**src/rtl/swd_mon_pkg.sv**
```systemverilog
package swd_mon_pkg;
  localparam logic [15:0] SWITCH_SEQ_DEFAULT = 16'hE79E;

  // Saturating run-length step: restart on low data, hold at the ceiling.
  function automatic logic [31:0] run_step(input logic [31:0] cnt,
                                           input logic [31:0] ceil,
                                           input logic        hi);
    if (!hi)              return 32'd0;
    else if (cnt >= ceil) return ceil;
    else                  return cnt + 32'd1;
  endfunction
endpackage

```
**src/rtl/swd_mon_sync.sv**
```systemverilog
module swd_mon_sync #(
  parameter int STAGES = 2
) (
  input  logic clk,
  input  logic rst_n,
  input  logic bus_clk_i,
  input  logic bus_dat_i,
  output logic rise_o,
  output logic dat_o
);
  logic [STAGES-1:0] clk_pipe;
  logic [STAGES-1:0] dat_pipe;
  logic              clk_last;

  always_ff @(posedge clk) begin
    if (!rst_n) begin
      clk_pipe <= '0;
      dat_pipe <= '0;
      clk_last <= 1'b0;
    end else begin
      clk_pipe <= {clk_pipe[STAGES-2:0], bus_clk_i};
      dat_pipe <= {dat_pipe[STAGES-2:0], bus_dat_i};
      clk_last <= clk_pipe[STAGES-1];
    end
  end

  assign rise_o = clk_pipe[STAGES-1] & ~clk_last;
  assign dat_o  = dat_pipe[STAGES-1];

  AST_RISE_SINGLE: assert property (@(posedge clk) disable iff (!rst_n)
    rise_o |=> !rise_o);
endmodule

```
**src/rtl/swd_mon_reset_det.sv**
```systemverilog
module swd_mon_reset_det
  import swd_mon_pkg::*;
#(
  parameter int CNT_W  = 8,
  parameter int THRESH = 50
) (
  input  logic             clk,
  input  logic             rst_n,
  input  logic             rise_i,
  input  logic             dat_i,
  input  logic             clr_i,
  output logic             pulse_o,
  output logic [CNT_W-1:0] count_o
);
  localparam logic [CNT_W-1:0] CNT_MAX = {CNT_W{1'b1}};
  localparam logic [CNT_W-1:0] CNT_HIT = CNT_W'(THRESH);
  localparam logic [CNT_W-1:0] CNT_PRE = CNT_W'(THRESH - 1);

  logic [CNT_W-1:0] cnt;
  logic             hi_edge;
  logic             lo_edge;
  logic             hit;
  logic [CNT_W-1:0] cnt_nxt;

  assign hi_edge = rise_i & dat_i;
  assign lo_edge = rise_i & ~dat_i;
  assign cnt_nxt = CNT_W'(run_step(32'(cnt), 32'(CNT_MAX), dat_i));
  assign hit     = hi_edge & ~clr_i & (cnt == CNT_PRE);

  always_ff @(posedge clk) begin
    if (!rst_n) begin
      cnt     <= '0;
      pulse_o <= 1'b0;
    end else begin
      pulse_o <= hit;
      if (clr_i)       cnt <= '0;
      else if (rise_i) cnt <= cnt_nxt;
    end
  end

  assign count_o = cnt;

  AST_PULSE_AT_THRESH: assert property (@(posedge clk) disable iff (!rst_n)
    pulse_o |-> (cnt == CNT_HIT));
  AST_PULSE_ONCE: assert property (@(posedge clk) disable iff (!rst_n)
    pulse_o |=> !pulse_o);
  AST_SATURATE: assert property (@(posedge clk) disable iff (!rst_n)
    (hi_edge && !clr_i && cnt == CNT_MAX) |=> (cnt == CNT_MAX));
  AST_LOW_CLEARS: assert property (@(posedge clk) disable iff (!rst_n)
    lo_edge |=> (cnt == '0));
  AST_CHG_CLEARS: assert property (@(posedge clk) disable iff (!rst_n)
    clr_i |=> (cnt == '0));
  AST_IDLE_HOLD: assert property (@(posedge clk) disable iff (!rst_n)
    (!rise_i && !clr_i) |=> $stable(cnt));
endmodule

```
**src/rtl/swd_mon_switch_det.sv**
```systemverilog
module swd_mon_switch_det #(
  parameter int           SEQ_W   = 16,
  parameter logic [SEQ_W-1:0] SEQ_VAL = 16'hE79E
) (
  input  logic clk,
  input  logic rst_n,
  input  logic rise_i,
  input  logic dat_i,
  output logic pulse_o
);
  logic [SEQ_W-1:0] hist;
  logic [SEQ_W-1:0] hist_shift;
  logic [SEQ_W-1:0] seq_rev;
  logic             hit;

  // Newest bit enters at bit 0, so the first-received bit ends at the top.
  for (genvar i = 0; i < SEQ_W; i++) begin : g_rev
    assign seq_rev[i] = SEQ_VAL[SEQ_W-1-i];
  end

  assign hist_shift = {hist[SEQ_W-2:0], dat_i};
  assign hit        = rise_i & (hist_shift == seq_rev);

  always_ff @(posedge clk) begin
    if (!rst_n) begin
      hist    <= '0;
      pulse_o <= 1'b0;
    end else begin
      pulse_o <= hit;
      if (rise_i) hist <= hit ? '0 : hist_shift;
    end
  end

  AST_MATCH_CLEARS: assert property (@(posedge clk) disable iff (!rst_n)
    pulse_o |-> (hist == '0));
  AST_HIST_HOLD: assert property (@(posedge clk) disable iff (!rst_n)
    !rise_i |=> $stable(hist));
endmodule

```
**src/rtl/swd_seq_monitor.sv**
```systemverilog
module swd_seq_monitor
  import swd_mon_pkg::*;
#(
  parameter int CNT_W     = 8,
  parameter int THRESH    = 50,
  parameter int SYNC_STG  = 2,
  parameter int SEQ_W     = 16,
  parameter logic [SEQ_W-1:0] SEQ_VAL = SWITCH_SEQ_DEFAULT
) (
  input  logic             clk,
  input  logic             rst_n,
  input  logic             bus_clk_i,
  input  logic             bus_dat_i,
  input  logic             dec_state_chg_i,
  output logic             lr_pulse_o,
  output logic [CNT_W-1:0] lr_count_o,
  output logic             sw_pulse_o
);
  logic bus_rise;
  logic bus_bit;

  swd_mon_sync #(.STAGES(SYNC_STG)) u_sync (
    .clk(clk), .rst_n(rst_n),
    .bus_clk_i(bus_clk_i), .bus_dat_i(bus_dat_i),
    .rise_o(bus_rise), .dat_o(bus_bit)
  );

  swd_mon_reset_det #(.CNT_W(CNT_W), .THRESH(THRESH)) u_reset_det (
    .clk(clk), .rst_n(rst_n),
    .rise_i(bus_rise), .dat_i(bus_bit), .clr_i(dec_state_chg_i),
    .pulse_o(lr_pulse_o), .count_o(lr_count_o)
  );

  swd_mon_switch_det #(.SEQ_W(SEQ_W), .SEQ_VAL(SEQ_VAL)) u_switch_det (
    .clk(clk), .rst_n(rst_n),
    .rise_i(bus_rise), .dat_i(bus_bit),
    .pulse_o(sw_pulse_o)
  );

  AST_PULSES_EXCLUSIVE_OF_RESET: assert property (@(posedge clk)
    !rst_n |=> (!lr_pulse_o && !sw_pulse_o && lr_count_o == '0));
endmodule

```
**config.mk**
```make
export PLATFORM = sky130hd
export DESIGN_NAME = swd_seq_monitor
export DESIGN_NICKNAME = d
export VERILOG_FILES = /design/src/rtl/swd_mon_pkg.sv /design/src/rtl/swd_mon_sync.sv /design/src/rtl/swd_mon_reset_det.sv /design/src/rtl/swd_mon_switch_det.sv /design/src/rtl/swd_seq_monitor.sv
export SDC_FILE = /design/constraint.sdc
export NUM_CORES = 1
export LEC_CHECK = 0
export BUFFER_PORTS_ARGS = -buffer_cell sky130_fd_sc_hd__buf_2
export CAP_MARGIN = 20
export CORE_MARGIN = 3
export CORE_UTILIZATION = 51
export CTS_BUF_LIST = sky130_fd_sc_hd__clkbuf_8
export DETAILED_ROUTE_END_ITERATION = 6
export PLACE_DENSITY = 0.81
export SLEW_MARGIN = 20
export SYNTH_ARGS = -nofsm -noshare
export SYNTH_HDL_FRONTEND = slang
export SYNTH_SLANG_ARGS = --single-unit
```
**constraint.sdc**
```tcl
create_clock -name clk -period 1.45 [get_ports clk]
set_input_delay 0 -clock clk [delete_from_list [all_inputs] [get_ports clk]]
set_output_delay 0 -clock clk [all_outputs]
set_load 0.005 [all_outputs]
```
Word-level counts from Yosys, hierarchy flattened
Cells that the tools add are included.

Input port bits: 5. Output and inout port bits: 10. Logic and storage cells: 23. Register bits after elaboration: 30.

Add/subtract/negate cells: 1. Reduce and logical (&&, ||, !) cells: 1. Equality and inequality tests: 2. Magnitude comparators: 1. Multiplexer cells: 3. Bitwise operators: 8.

Operators by type and width (count): $eq 16x15->1 const B (1); $mux 8 (2); $mux 15 (1); $add 8x1->8 const B (1); $eq 8x6->1 const B (1); $ge 8x8->1 const B (1); $and 1x1->1 (5); $not 1->1 (3); $reduce_or 2->1 (1).

Logic depth before layout (Yosys ltp)
Gate-level depths: netlist of run 1.

Word-level depth: 5. Mapped depth: 4. Depth with buffers taken out: 4.

By module
A second synthesis of run 1 with hierarchy kept.

Cells, all modules: 112. Area total of the unflattened synthesis: 1221.2 µm².

Modules (own cells, without submodules): swd_mon_switch_det (area an instance 585.6 µm², instances 1, cells an instance 47, seq. area each 320.3 µm²); swd_mon_reset_det (area an instance 498.0 µm², instances 1, cells an instance 54, seq. area each 180.2 µm²); swd_mon_sync (area an instance 137.6 µm², instances 1, cells an instance 11, seq. area each 100.1 µm²).

Worst setup path after synthesis of run 1
Ideal clock, no wire load.

Path kind: register -> register. From: reg u_reset_det.cnt[0], in the netlist u_reset_det.count_o[0]. To: reg u_reset_det.cnt[6], in the netlist u_reset_det.count_o[6]. Setup time: 130 ps. Setup slack: 124 ps. Clock period less this slack: 1326 ps. Stages on the path, launching flop included: 5. Arrival: 1196 ps. Buffers on the path: 0. Required time: 1320 ps. Path through: dfxtp_1 -> ha_1 -> and4b_1 -> nor4bb_1 -> nor3_1.

Word-level cells in the longest chain between the ends: 3. Elaborated cells between the ends (all ways): 4. Those cells by class: 1 x add/sub; 1 x order compare; 2 x mux.

Ends and longest elaborated chain: start, declared (line swd_mon_reset_det.sv:19) `logic [CNT_W-1:0] cnt;`; start signal, assigned (line swd_mon_reset_det.sv:37) `else if (rise_i) cnt <= cnt_nxt;`; $add 8x1->8 or $ge 8x8->1 (tied branches) (line swd_mon_pkg.sv:10, swd_mon_pkg.sv:9); $mux 8 * (line swd_mon_pkg.sv:9) `else if (cnt >= ceil) return ceil;`; $mux 8 * (line swd_mon_pkg.sv:8) `if (!hi) return 32'd0;`.

Mark *: on every way between the ends. The rest lies on a longest branch, timed or not. A chain may end at the register's enable or synchronous reset.

Worst setup path in the final report of run 1
Same ends and word-level chain as after synthesis.

==> results of run 1 <==
## flip-flops by register name (all words and copies together) (netlist names)
name                  flops
u_switch_det.hist        15
u_reset_det.count_o       8
u_sync.clk_pipe           2
u_sync.dat_pipe           2
u_reset_det.pulse_o       1
u_switch_det.pulse_o      1
u_sync.clk_last           1
## worst paths after layout
check                    startpoint                     end  slack, ps  cells past startpoint
max          u_reset_det.count_o[0]  u_reset_det.count_o[6]       -0.6                      4
min                           rst_n    u_switch_det.hist[3]         70                      2
max reg2reg  u_reset_det.count_o[0]  u_reset_det.count_o[6]       -0.6                      4
min reg2reg      u_sync.dat_pipe[0]      u_sync.dat_pipe[1]        440                      1
## power by group through the flow
stage	logic [uW]	clock network, uW	registers [uW]
CTS	50.8	690	834
finish	52.7	675	835
detailed placement	46.5	0	853
global placement	45.2	0	852
global route	58.3	728	835
floorplan	30.9	0	852
## cells in the mapped netlist (2+ instances only)
cell type  instances
a211oi_1           2
a21boi_1           4
a21oi_1            2
a22o_1            11
a32o_1             2
a41oi_1            3
and2_1             7
and4b_1            3
buf_2              5
dfxtp_1           30
ha_1               2
inv_1              2
nand2_1           10
nand3_1            3
nand4_1            2
nor2_1             3
nor2b_1            2
nor3_1             5
o2111a_1           2
o21a_1             2
o21ai_1            3
## through the flow
step                      cells  TNS, ps  power [uW]
after floorplan             119        0         883
final                       173   -0.604        1560
after global placement      163        0         898
after CTS                   173        0        1580
after detailed placement    163        0         899
after global routing        173    -52.2        1620
## area by class of cell
type	instances	area, um^2
Sequential cell	30	601
Clock inverter	2	8.76
Fill cell	198	759
Clock buffer	6	82.6
Inverter	2	7.51
Multi-Input combinational cell	80	603
Timing Repair Buffer	25	158
Tap cell	28	35.0
## routing by layer
metal | global-route usage [%] | share of wire [%]
met5 | 0 | 0
met2 | 30.5 | 49
met1 | 22.6 | 40
met4 | 17.0 | 3.9
met3 | 6.43 | 7.1
## worst max-delay path: stages (launching register included)
cell and delay [ps]:
dfxtp_1 340, ha_1 280, and4b_1 320, nor4bb_1 320
nor3_1 70
## cell families after synthesis
| family | count (synthesis) |
|---|---|
| simple gates | 44 |
| compound gates | 34 |
| flops | 30 |
| buf+inv | 9 |
| fa+ha+maj | 2 |
## timing repair
item,in CTS,in global routing
resized for setup,0,5
hold endpoints to repair,2,0
hold buffers,2,0
endpoints found under the setup margin,0,11
==> run summary, run 1 <==
Run status -> finished with violations
Failing checks -> negative setup slack
Mux cell area share after synthesis -> 0%
Worst EP arrival -> 1600 ps
Clk buf depth -> 2
Starting Density -> 54.4%
Crit Path Category -> reg -> reg
Worst Path Max Fanout -> 5
DPL Wire Length -> 1820 um
Hold Vio Cnt, Final -> 0
Vias in the first global route -> 977
TritonCTS Buffers -> 5
Leak -> 0.000600 uW
DR WL/cell -> 16.0 um
Mapped Cells -> 119
Avg Inst Size Synth -> 10.3 um^2
Via count of the routed design -> 1,046
Ant. Diodes -> 0
NetSw -> 333 uW
Number of flops mapped to enable cells by yosys -> 0
Synth Area in Adders -> 2.04%
#FFs+latches synth -> 30
IO Count -> 15
Post-layout instance area -> 1500 um^2
Clk Tree Root Cell -> clkbuf_8
DRT iter0 DRCs -> 28
Placeable Area -> 2250 um^2
Net Count, Synth -> 126
P_int -> 1230 uW
Final WL -> 2770 um
Synth Area in Compound Gates -> 22.4%
Yosys warning count -> 0
Max_slew headroom -> 74.4%
Share of layout cells above drive strength 1 -> 24.1%
Slew Limit Fails -> 0
Overall routing resource usage -> 20.1%
Vias per cell -> 6.05
Sequential power share -> 53.4%
Slew @ Worst Pin -> 384 ps
Reg clk slew, reported paths -> 60 ps
Clock power frac -> 43.2%
Layout area overhead -> 21.9%
DP Area -> 1360 um^2
Net Sw Frac -> 21.3%
Post-synthesis instance area -> 1230 um^2
Cell taking the most area after synthesis -> dfxtp_1
Post-CTS setup buffer count -> 0
Residual DRC -> 0
H-tree levels -> 2
Main synth FF type -> dfxtp_1
Chip height -> 55.0 um
Drt first pass iters -> 4
Net count, final -> 151
Clock Latency Late Sink -> 280 ps
Final cycle utilization of the critical path -> 100%
Largest family of logic cells by synthesized area -> simple AND/OR/NAND/NOR gates
Fmax -> 0.689 GHz
Minimum clock period -> 1450 ps
Worst Path Required -> 1600 ps
Kind of end point of the critical path -> flop
First-pass GRT wire length -> 4140 um
Final hold slack -> 69.7 ps
Netlist cell types -> 35
Share of synthesized registers carrying an async set or reset -> 0%
Commonest non-fill, non-tap cell in the layout -> dfxtp_1
Crit start category -> flop
Largest net degree at the start of global routing -> 14
Sequential-to-total area share from yosys stat -> 49.0%
Detail Route Antenna Nets -> 0
Setup Skew -> 2.66 ps
GRT Residual Overflow -> 0
Area contributors post-synth -> dfxtp_1, a22o_1, and2_1
Die width -> 55.0 um
Layout Utilization -> 66.3%
RD Place Congestion -> 0.845
# rows -> 17
Largest vdd supply drop -> 0.863 mV
Commonest non-fill, non-tap cells in the layout -> dfxtp_1, buf_2, a22o_1
Comb power frac -> 3.4%
Worst slack, placed -> 94.3 ps
Synth Area in Simple Gates -> 23.0%
Initial antenna violation count -> 0
RSZ-0062 raised after global routing -> true
CTS tree -> done
Setup Viol. Count Final -> 1
Port Buf Inserts -> 14
Max cap viols -> 0
Hold WC Path Type -> in -> reg
CTS sink cnt -> 30
Synth top area share -> 49.0%
Final WS setup -> -0.604 ps
Xor/xnor cell area share of the yosys netlist -> 0%
Die ar. -> 3030 um^2
P per Cell Area -> 1040 nW/um^2
No activity file was read; power rests on OpenSTA's default activity.
==> inputs of run 2 (changes only) <==
--- a/config.mk
+++ b/config.mk
@@ -12,6 +12,7 @@
 export CTS_BUF_LIST = sky130_fd_sc_hd__clkbuf_8
 export DETAILED_ROUTE_END_ITERATION = 6
 export PLACE_DENSITY = 0.81
+export SKIP_CTS_REPAIR_TIMING = 1
 export SLEW_MARGIN = 20
 export SYNTH_ARGS = -nofsm -noshare
 export SYNTH_HDL_FRONTEND = slang
==> run 2 against run 1 <==
The run still ends with negative setup slack left. Register-to-register slack hardly changed. Total power hardly changed. Worst hold slack worse by 1.2 ps. Die area stayed put. Sequential power hardly changed. Combinational power hardly changed. Routed wire length is 0.54% lower. Cell count stayed put. Critical path type unchanged. Critical endpoint unchanged.
==> run summary, run 2 (same netlist as run 1, synthesis figures left out) <==
Placed cells -> 163
Die width -> 55.0 um
Final cycle utilization of the critical path -> 101%
Overall routing resource usage -> 19.9%
Worst r2r src -> u_reset_det.count_o[0]
Comb power frac -> 3.4%
Max cap viols -> 0
Slew Limit Fails -> 0
Reg clk slew, reported paths -> 60 ps
Crit-path cells -> ha_1, and4b_1, nor4bb_1, nor3_1
Crit start category -> flop
Worst slack, placed -> 94.3 ps
Kind of end point of the critical path -> flop
Leak -> 0.000600 uW
Hold path depth -> 2
Commonest non-fill, non-tap cells in the layout -> dfxtp_1, buf_2, a22o_1
Crit Path Category -> reg -> reg
CTS sink cnt -> 30
Failing checks -> negative setup slack
Slew @ Worst Pin -> 386 ps
Reg-to-reg slack, setup -> -7 ps
First-pass GRT wire length -> 4090 um
Crit path largest cell delay -> 340 ps
# rows -> 17
NetSw -> 334 uW
CTS tree -> done
Vias per cell -> 5.99
Depth of the most critical reg-to-reg path -> 4
Final WL -> 2760 um
Final setup TNS -> -7.30 ps
Largest net degree at the start of global routing -> 14
Detail Route Antenna Nets -> 0
Fmax -> 0.686 GHz
Worst Path Required -> 1600 ps
DRT iter0 DRCs -> 27
Top reg by flops -> u_switch_det.hist
H-tree levels -> 2
DPL Wire Length -> 1820 um
Hold Startpoint -> rst_n
Worst EP arrival -> 1610 ps
Final WS setup -> -7.30 ps
Reg-to-reg endpoint -> u_reset_det.count_o[6]
Starting Density -> 54.4%
Clock power frac -> 43.2%
Layout Cells excl Fill -> 173
Port Buf Inserts -> 14
Max_slew headroom -> 74.2%
Run status -> finished with violations
Residual DRC -> 0
Max reg flops -> 15
Hold Vio Cnt, Final -> 0
P per Cell Area -> 1050 nW/um^2
IO Count -> 15
Net Sw Frac -> 21.4%
Largest vdd supply drop -> 0.863 mV
Placeable Area -> 2250 um^2
Chip height -> 55.0 um
Slowest cell on crit path -> dfxtp_1
Worst hold path endpoint -> u_switch_det.hist[3]
Clk Tree Root Cell -> clkbuf_8
Via count of the routed design -> 1,036
P_int -> 1230 uW
Layout area overhead -> 21.9%
RD Place Congestion -> 0.845
Drt first pass iters -> 4
Initial antenna violation count -> 0
Clk buf depth -> 2
Sequential power share -> 53.4%
Vias in the first global route -> 947
Setup Viol. Count Final -> 1
RSZ-0062 raised after global routing -> true
DR WL/cell -> 15.9 um
Die ar. -> 3030 um^2
Net count, final -> 151
GRT Residual Overflow -> 0
Hold WC Path Type -> in -> reg
Commonest non-fill, non-tap cell in the layout -> dfxtp_1
TritonCTS Buffers -> 5
Worst Path Max Fanout -> 5
Clock Latency Late Sink -> 280 ps
Setup Skew -> 1.42 ps
Layout Utilization -> 66.3%
PnR Total Power -> 1560 uW
Ant. Diodes -> 0
Minimum clock period -> 1460 ps
Share of layout cells above drive strength 1 -> 24.1%
## run 2: cell counts in the layout (fill, tap and decap cells not counted)
No cell type changed its count.
## run 2: area by class of cell
| class | count | area (um^2) |
|---|---|---|
| Clock buffer | 6 | 82.6 |
| Clock inverter | 2 | 8.76 |
| Fill cell | 199 | 759 |
| Inverter | 2 | 7.51 |
| Multi-Input combinational cell | 80 | 603 |
| Sequential cell | 30 | 601 |
| Tap cell | 28 | 35.0 |
| Timing Repair Buffer | 25 | 158 |
## run 2: worst max-delay path, delay by kind of cell, from the launching register on
kind | cells | cell delay [ps]
fa+ha+maj | 1 | 280
flops | 1 | 340
simple gates | 3 | 710
## run 2: routing by layer
metal | GRT usage, % | up-vias | wire length (um) | share of wire (%)
met2 | 29.3 | 42 | 1370 | 50
li1 | - | 502 | - | -
met5 | 0 | - | 0 | 0
met1 | 23.1 | 478 | 1090 | 39
met4 | 16.6 | 0 | 112 | 4.1
met3 | 6.43 | 14 | 182 | 6.6
## run 2: worst max path at each step
stage                                      start                      to  cells after the start
after detailed placement  u_reset_det.count_o[0]  u_reset_det.count_o[6]                      4
final                     u_reset_det.count_o[0]  u_reset_det.count_o[6]                      4
after CTS                     u_sync.clk_pipe[1]  u_reset_det.count_o[7]                      3
after floorplan           u_reset_det.count_o[0]  u_reset_det.count_o[6]                      4
after global routing      u_reset_det.count_o[0]  u_reset_det.count_o[6]                      4
after global placement           u_sync.clk_last    u_switch_det.hist[1]                      3
## run 2: metrics by stage
step | hold WS [ps] | area [um^2]
floorplan | 127 | 1230
global placement | 207 | 1360
detailed placement | 213 | 1360
CTS | -80.2 | 1450
global route | 81.3 | 1500
finish | 68.4 | 1500
## run 2: power by group through the flow
stage / logic, uW / clock network (uW) / registers [uW]
2_1_floorplan: 30.9 / 0 / 852
4_1_cts: 46.8 / 690 / 834
3_3_place_gp: 45.2 / 0 / 852
5_1_grt: 58.6 / 728 / 835
3_5_place_dp: 46.5 / 0 / 853
6_report: 52.6 / 676 / 834
